--- src/rtl/eprom_mode_core.sv ---
module eprom_mode_core #(
  parameter int ADDR_W = 18,
  parameter int ARR_AW = 4,
  parameter logic [7:0] MAKER_ID = 8'h20,
  parameter logic [7:0] PART_ID = 8'h61
) (
  input  logic              clk,
  input  logic              rst_n,
  input  logic [ADDR_W-1:0] addr,
  input  logic              ce_n,
  input  logic              oe_n,
  input  logic              pgm_n,
  input  logic              vpp_hi,
  input  logic              a9_hi,
  input  logic              erase,
  input  logic [7:0]        din,
  output logic [7:0]        dout,
  output logic              dout_en,
  output logic [2:0]        mode
);

  localparam int DEPTH = 1 << ARR_AW;
  localparam logic [ADDR_W-1:0] ID_MASK =
    ~((ADDR_W'(1) << 0) | (ADDR_W'(1) << 9));

  localparam logic [2:0] M_STBY = 3'd0;
  localparam logic [2:0] M_OFF  = 3'd1;
  localparam logic [2:0] M_READ = 3'd2;
  localparam logic [2:0] M_PROG = 3'd3;
  localparam logic [2:0] M_VRFY = 3'd4;
  localparam logic [2:0] M_INH  = 3'd5;
  localparam logic [2:0] M_SIG  = 3'd6;

  logic [7:0] cells [DEPTH];
  logic       pgm_q;

  wire [ARR_AW-1:0] idx    = addr[ARR_AW-1:0];
  wire              id_ok  = (addr & ID_MASK) == '0;
  wire [7:0]        id_val = !id_ok ? 8'h00 : (addr[0] ? PART_ID : MAKER_ID);
  wire              strobe = (mode == M_PROG) && pgm_q;

  always_comb begin
    if (ce_n)
      mode = vpp_hi ? M_INH : M_STBY;
    else if (vpp_hi)
      mode = !pgm_n ? M_PROG : (!oe_n ? M_VRFY : M_OFF);
    else if (!oe_n)
      mode = a9_hi ? M_SIG : M_READ;
    else
      mode = M_OFF;
  end

  assign dout_en = (mode == M_READ) || (mode == M_VRFY) || (mode == M_SIG);
  assign dout = (mode == M_SIG) ? id_val :
                dout_en         ? cells[idx] : 8'h00;

  always_ff @(posedge clk) begin
    if (!rst_n) begin
      pgm_q <= 1'b1;
      for (int i = 0; i < DEPTH; i++) cells[i] <= 8'hFF;
    end else begin
      pgm_q <= pgm_n;
      if (erase) begin
        for (int i = 0; i < DEPTH; i++) cells[i] <= 8'hFF;
      end else if (strobe) begin
        cells[idx] <= cells[idx] & din;
      end
    end
  end

endmodule

--- config.mk ---
export PLATFORM = sky130hd
export DESIGN_NAME = eprom_mode_core
export DESIGN_NICKNAME = d
export VERILOG_FILES = /design/src/rtl/eprom_mode_core.sv
export SDC_FILE = /design/constraint.sdc
export NUM_CORES = 1
export LEC_CHECK = 0
export BUFFER_PORTS_ARGS = -buffer_cell sky130_fd_sc_hd__buf_4
export CAP_MARGIN = 30
export CORE_ASPECT_RATIO = 1.25
export CORE_UTILIZATION = 35
export DETAILED_ROUTE_END_ITERATION = 8
export GPL_TIMING_DRIVEN = 0
export RECOVER_POWER = 50
export SLEW_MARGIN = 20
export SYNTH_ARGS = -nofsm -noshare
export SYNTH_HDL_FRONTEND = slang
export SYNTH_SLANG_ARGS = --single-unit
--- constraint.sdc ---
create_clock -name clk -period 2.7 [get_ports clk]
set_input_delay 0.405 -clock clk [delete_from_list [all_inputs] [get_ports clk]]
set_output_delay 0.405 -clock clk [all_outputs]
set_load 0.005 [all_outputs]
==> flow_summary.json, run 1 <==
{
  "numCtsBuffers": 17,
  "first_iter_violations": 434,
  "synthArstFlopShare_pct": 0,
  "crit_type": "primary input to output port",
  "final_util_pct": 42.2,
  "fin_crit_ps": 2490,
  "hold_buffers": 0,
  "cts_max_path_buffers": 2,
  "area_delta_synth_final_pct": 17.5,
  "dr_total_vias": 4414,
  "p_per_area_mw_per_mm2": 637,
  "route.met3.wl_mm": 1.01,
  "dp_slack_ps": 39.7,
  "syn_area_sq_mm": 0.00631,
  "maxCapViolCount": 0,
  "clkTransAtPathRegs_ps": 60,
  "end_kind": "output port",
  "gp_congestion": 0.831,
  "first_pass_iters": 6,
  "grt.overflow.total": 0,
  "nets": 593,
  "max_freq_mhz": 402,
  "wl_per_cell_um": 21.8,
  "core_sq_mm": 0.0176,
  "fin_worst_skew_ps": 10.6,
  "leakagePower_nw": 2.22,
  "grt_util_all_layers_pct": 19.3,
  "path_max_fanout": 6,
  "setup_viol": 0,
  "ys_seq_area_share_pct": 61.2,
  "most-common-layout-cells": "edfxtp_1 (128), nand3_1 (79), nand2_1 (70)",
  "cp_data_required_time_ps": 2300,
  "clock_latency_ps": 410,
  "diodes": 0,
  "grt_pass1_wl_mm": 26.1,
  "r2r-start": "pgm_q",
  "syn_inst": 497,
  "die_h_um": 152,
  "port-buffer-count": 40,
  "synth-edff-count": 128,
  "hold_viol_final": 0,
  "maxSlewHeadroom_pct": 8.94,
  "ys_ff_latch": 129,
  "grt_pass1_vias": 4451,
  "antenna_found_initial": 0,
  "vdd_drop_max_mv": 0.455,
  "ys_warn_count": 0,
  "detail-route-antenna-nets": 0,
  "fin_crit_sh_pct": 92.1,
  "cts_sinks": 129,
  "fp-row-count": 54,
  "status": "finished, final reports clean",
  "dp_hpwl_mm": 12.7,
  "layout-drive-gt1-share_pct": 19.6,
  "start_kind": "primary input",
  "met1Wirelength_mm": 6.60,
  "cp.arrival_ps": 2080,
  "worst_slack_ps": 215,
  "top_layer": "met4",
  "synthTopCellsByArea": "edfxtp_1 (61%), mux2i_1 (10%), nand3_1 (6.3%)",
  "cts_resized": 0,
  "initial_core_util_pct": 35.9,
  "min_from": "rst_n",
  "yosys_most_used_dff": "edfxtp_1",
  "rsz0062_at_grt": "false",
  "synth_top_area_share_pct": 60.9,
  "htreeDepth": 4,
  "routed_wirelength_mm": 17.4,
  "worstSetupStartpoint": "a9_hi",
  "grt_max_degree": 17,
  "routed_via_density": 5.55,
  "placed_cell_area_sq_mm": 0.00691,
  "hold_path.class": "primary input to flop",
  "drc": 0,
  "final_common_cell": "edfxtp_1",
  "ys_types": 36,
  "die_w_um": 122,
  "worst_slew_pin_slew_ps": 1350,
  "avgSynthCellArea_sq_um": 12.7,
  "maxSlewViolCount": 0,
  "syn-num-nets": 531,
  "postCtsSetupBuffers": 0,
  "cts_root_buf": "clkbuf_16",
  "ioPinCount": 46,
  "fin_area_sq_mm": 0.00742,
  "cts_tree": "yes",
  "dr_wl_met2_mm": 9.15,
  "dieArea_sq_mm": 0.0186,
  "synth_area_leader_cell": "edfxtp_1"
}
final timing paths:
kind / endpoint / slack [ps] / depth (start not counted)
max reg2reg: cells[2][5] / 380 / 3
min: pgm_q / 170 / 2
min reg2reg: cells[8][5] / 1080 / 4
max: dout[0] / 210 / 7
through the flow:
stage          power (mW)  setup TNS (ps)  hold slack [ps]  instances
6_report             4.72               0              173        796
5_1_grt              4.81               0              178        796
4_1_cts              4.73               0              161        796
3_5_place_dp         2.58               0              593        764
3_3_place_gp         2.58            -279              589        761
2_1_floorplan        2.44               0              474        497
area by class of cell:
class                      instances  area (sq um)
fill                            1680         10100
clock inverter                    14           133
sequential                       129          3860
clock buffer                      18           429
buffer                            31           249
inverter                           4          15.0
tap                              224           280
timing repair buffer              43           308
multi-input combinational        333          2140
cells by family after synthesis:
kind of cell    after synthesis  synth area share (%)
buf+inv                      35                  4.30
flops                       129                  61.2
mux                          64                  10.1
compound gates               57                  6.14
simple gates                212                  18.2
worst max-delay path: stages:
cell and delay, ps:
buf_4 110, nor2b_1 130, or4_1 470, clkbuf_1 230, or2_1 300, o211ai_1 270, buf_4 170
registers in the layout, indices dropped and copies added, names as in the netlist:
signal	cells
cells	128
pgm_q	1
metal layers:
layer	vias up	track usage, %
met5	-	0
met4	0	7.67
met3	36	4.12
met2	169	34.4
met1	2184	22.2
li1	2025	-
Yosys cell counts (all sizes together), types with 2 or more instances:
cell type / n
edfxtp: 128
nand3: 79
nand2: 70
mux2i: 64
a22oi: 32
buf: 27
nand4: 18
nor2: 16
o21ai: 15
a21oi: 6
nand2b: 6
nor2b: 5
nor3: 5
clkbuf: 4
inv: 4
or4: 4
o211ai: 3
nor4: 2
power by group:
part / total, mW / internal [mW] / switching, mW
combinational: 0.335 / 0.110 / 0.225
clock: 2.19 / 1.28 / 0.910
sequential: 2.20 / 2.20 / 0.00104
Power figures use the tool's default switching activity.
==> inputs of run 2 (changes only) <==
CORE_UTILIZATION = 50   (was 35)
PLACE_DENSITY = 0.68   (was default)
TNS_END_PERCENT = 5   (was default)
==> run 2 against run 1 <==
Compared with the run above:
- clock power hardly changed
- clock skew is 5.0 ps lower
- critical path type unchanged
- sequential share of layout area increased by 0.33 points
- flip-flop and latch count unchanged
- cell area down 0.62%
- register-to-register slack worse by 60 ps
==> flow_summary.json, run 2 (synthesis gave the netlist of run 1 again) <==
{
  "status": "finished, final reports clean",
  "first_pass_iters": 5,
  "initial_core_util_pct": 51.7,
  "regMostFlops": "cells",
  "maxSlewHeadroom_pct": 2.45,
  "die_h_um": 128,
  "max_freq_mhz": 390,
  "hold_buffers": 0,
  "cp_data_required_time_ps": 2300,
  "path_max_fanout": 7,
  "placed_cell_area_sq_mm": 0.00684,
  "htreeDepth": 4,
  "final_util_pct": 60.3,
  "vdd_drop_max_mv": 0.465,
  "fin_crit_sh_pct": 94.9,
  "port-buffer-count": 40,
  "cts_root_buf": "clkbuf_16",
  "maxSlewViolCount": 0,
  "nets": 594,
  "fin_crit_ps": 2560,
  "postCtsSetupBuffers": 0,
  "grt.overflow.total": 0,
  "fin_area_sq_mm": 0.00737,
  "ioPinCount": 46,
  "antenna_found_initial": 0,
  "routed_wirelength_mm": 17.3,
  "fin_worst_skew_ps": 5.60,
  "diodes": 0,
  "numCtsBuffers": 17,
  "drc": 0,
  "clock_latency_ps": 410,
  "grt_pass1_vias": 4533,
  "dr_total_vias": 4493,
  "final_common_cell": "edfxtp_1",
  "cts_tree": "yes",
  "cp.arrival_ps": 2160,
  "cts_resized": 0,
  "detail-route-antenna-nets": 0,
  "core_sq_mm": 0.0122,
  "grt_max_degree": 17,
  "hold_path.class": "primary input to flop",
  "cts_sinks": 129,
  "gp_congestion": 0.900,
  "fp-row-count": 45,
  "dieArea_sq_mm": 0.0131,
  "rsz0062_at_grt": "false",
  "reg.largest.list": "cells (128), pgm_q (1)",
  "worst_slew_pin_slew_ps": 1450,
  "routed_via_density": 6.11,
  "first_iter_violations": 343,
  "layout-drive-gt1-share_pct": 20.0,
  "end_kind": "output port",
  "grt_pass1_wl_mm": 25.9,
  "largest_reg_flops": 128,
  "crit_type": "primary input to output port",
  "start_kind": "primary input",
  "holdWs_ps": 179,
  "hold_viol_final": 0,
  "p_per_area_mw_per_mm2": 642,
  "dp_hpwl_mm": 12.2,
  "maxCapViolCount": 0,
  "leakagePower_nw": 2.24,
  "cts_max_path_buffers": 2,
  "area_delta_synth_final_pct": 16.8,
  "clkTransAtPathRegs_ps": 50,
  "dp.cells": 705,
  "wl_per_cell_um": 23.6,
  "setup_viol": 0,
  "most-common-layout-cells": "edfxtp_1 (128), nand3_1 (79), nand2_1 (70)",
  "instances_no_fill": 735,
  "die_w_um": 103,
  "grt_util_all_layers_pct": 28.5
}
-- run 2: final cells by class --
cell class	instances	area (sq um)
fillers	1013	4840
flip-flops and latches	129	3860
multi-input cells	333	2170
clock buffers	20	437
repair buffers	44	313
plain buffers	31	248
well taps	164	205
clock inverters	10	119
inverters	4	15.0
-- run 2: final timing paths --
kind | start | end | slack (ps) | cells after the start
setup reg to reg | pgm_q | cells[8][4] | 320 | 4
hold reg to reg | cells[13][4] | cells[9][4] | 1090 | 4
hold / removal | rst_n | pgm_q | 180 | 2
setup / recovery | vpp_hi | dout[5] | 140 | 7
-- run 2: per-stage QoR --
| stage | setup WS [ps] | total power, mW | TNS, ps |
|---|---|---|---|
| 5_1_grt | 68.9 | 4.83 | 0 |
| 4_1_cts | 243 | 4.73 | 0 |
| 3_5_place_dp | 20.7 | 2.58 | 0 |
| 2_1_floorplan | 601 | 2.44 | 0 |
| 6_report | 139 | 4.73 | 0 |
| 3_3_place_gp | -64.6 | 2.57 | -1220 |
-- run 2: layer usage --
metal  share of wire, %  wire, um  GRT usage [%]  up-vias
met2                 52      9010           49.9      196
met3                6.7      1160           4.65       43
met4                3.9       673           14.1        0
met5                  0         0              0        -
li1                   -         -              -     2033
met1                 37      6470           33.3     2221
-- run 2: where the power goes --
group | switching [mW] | leakage, nW | internal (mW) | total [mW]
logic | 0.228 | 1.02 | 0.111 | 0.340
clock network | 0.774 | 0.271 | 1.42 | 2.19
registers | 0.00108 | 0.955 | 2.20 | 2.20
total | 1.00 | 2.24 | 3.73 | 4.73
-- run 2: critical path: stages --
cell and delay (ps):
clkbuf_1 210, nor2b_1 90, or4_1 460, clkbuf_1 220, or2_1 310, o211ai_1 290, buf_4 170
==> inputs of run 3 (changes only) <==
==> constraint.sdc (replaced) <==
create_clock -name clk -period 2.7 [get_ports clk]
set_input_delay 0.27 -clock clk [delete_from_list [all_inputs] [get_ports clk]]
set_output_delay 0.27 -clock clk [all_outputs]
set_load 0.005 [all_outputs]
==> run 3 against run 2 <==
Compared with the run above:
- setup slack improved by 97 ps
- sequential power barely moved
- combinational power barely moved
- critical endpoint is now cells[0][5]
==> flow_summary.json, run 3 (synthesis gave the netlist of run 1 again) <==
{
  "grt_max_degree": 17,
  "regMostFlops": "cells",
  "reg.largest.list": "cells (128), pgm_q (1)",
  "hold_buffers": 0,
  "most-common-layout-cells": "edfxtp_1 (128), nand3_1 (79), nand2_1 (70)",
  "cts_resized": 0,
  "first_pass_iters": 5,
  "final_common_cell": "edfxtp_1",
  "cp_data_required_time_ps": 2820,
  "clkTransAtPathRegs_ps": 50,
  "vdd_drop_max_mv": 0.464,
  "fin_area_sq_mm": 0.00732,
  "largest_reg_flops": 128,
  "p_per_area_mw_per_mm2": 646,
  "htreeDepth": 4,
  "detail-route-antenna-nets": 0,
  "rsz0062_at_grt": "false",
  "holdWs_ps": 39.7,
  "ioPinCount": 46,
  "maxCapViolCount": 0,
  "die_h_um": 128,
  "postCtsSetupBuffers": 0,
  "dieArea_sq_mm": 0.0131,
  "drc": 0,
  "dp_hpwl_mm": 12.2,
  "fp-row-count": 45,
  "hold_path.class": "primary input to flop",
  "r2r_slack_ps": 320,
  "numCtsBuffers": 17,
  "worst_slew_pin_slew_ps": 1430,
  "maxSlewViolCount": 0,
  "cts_root_buf": "clkbuf_16",
  "gp_congestion": 0.900,
  "grt.overflow.total": 0,
  "cp.arrival_ps": 2590,
  "fin_worst_skew_ps": 4.75,
  "cts_tree": "yes",
  "grt_pass1_wl_mm": 25.9,
  "status": "finished, final reports clean",
  "path_max_fanout": 10,
  "crit_type": "primary input to flop",
  "dp_slack_ps": 156,
  "end_kind": "flop",
  "antenna_found_initial": 0,
  "total_power_mw": 4.73,
  "hold_viol_final": 0,
  "diodes": 0,
  "fin_crit_sh_pct": 91.3,
  "dr_total_vias": 4543,
  "grt_pass1_vias": 4533,
  "initial_core_util_pct": 51.7,
  "routed_wirelength_mm": 17.4,
  "routed_via_density": 6.18,
  "maxSlewHeadroom_pct": 3.44,
  "area_delta_synth_final_pct": 16.0,
  "clock_latency_ps": 410,
  "tns_ps": 0,
  "port-buffer-count": 40,
  "first_iter_violations": 370,
  "fin_crit_ps": 2460,
  "worst_slack_ps": 236,
  "leakagePower_nw": 2.23,
  "core_sq_mm": 0.0122,
  "die_w_um": 103,
  "fillers": 1022,
  "cts_max_path_buffers": 2,
  "placed_cell_area_sq_mm": 0.00684,
  "wl_per_cell_um": 23.6,
  "start_kind": "primary input",
  "layout-drive-gt1-share_pct": 18.2,
  "cts_sinks": 129,
  "grt_util_all_layers_pct": 28.5,
  "setup_viol": 0,
  "nets": 594,
  "max_freq_mhz": 406
}
[run 3: worst paths after layout]
path | from | to | cells after the start
max reg2reg | pgm_q | cells[8][6] | 4
min reg2reg | cells[15][3] | cells[11][3] | 4
max | addr[0] | cells[0][5] | 8
min | rst_n | pgm_q | 2
[run 3: stage by stage]
stage / util, % / instances
floorplan: - / 497
global route: 59.9 / 735
CTS: 60.5 / 735
finish: 59.9 / 735
detailed placement: 56.0 / 705
global placement: 55.8 / 701
[run 3: worst max-delay path: stages]
cell and delay [ps]:
buf_4 120, buf_6 140, nor2_2 310, clkbuf_1 550, a22oi_1 260, nand4_2 250
clkbuf_1 510, nand3_1 160
[run 3: routing by layer]
layer	up-vias	share of wire, %	global-route usage (%)
met2	229	52	49.9
met4	0	4.2	14.1
met3	46	7.2	4.65
li1	2033	-	-
met1	2235	37	33.3
met5	-	0	0
[run 3: layout make-up]
type | count | area [sq um] | area share (%)
clock inverters | 10 | 119 | 1.62
clock buffers | 20 | 437 | 5.96
flip-flops and latches | 129 | 3860 | 52.8
plain buffers | 31 | 249 | 3.40
multi-input cells | 333 | 2120 | 29.0
inverters | 4 | 15.0 | 0.205
well taps | 164 | 205 | 2.80
repair buffers | 44 | 313 | 4.27
[run 3: where the power goes]
| group | switching (mW) | total (mW) | internal, mW |
|---|---|---|---|
| sequential | 0.00108 | 2.20 | 2.20 |
| clock | 0.772 | 2.19 | 1.42 |
| combinational | 0.227 | 0.337 | 0.110 |
| total | 1.00 | 4.73 | 3.73 |
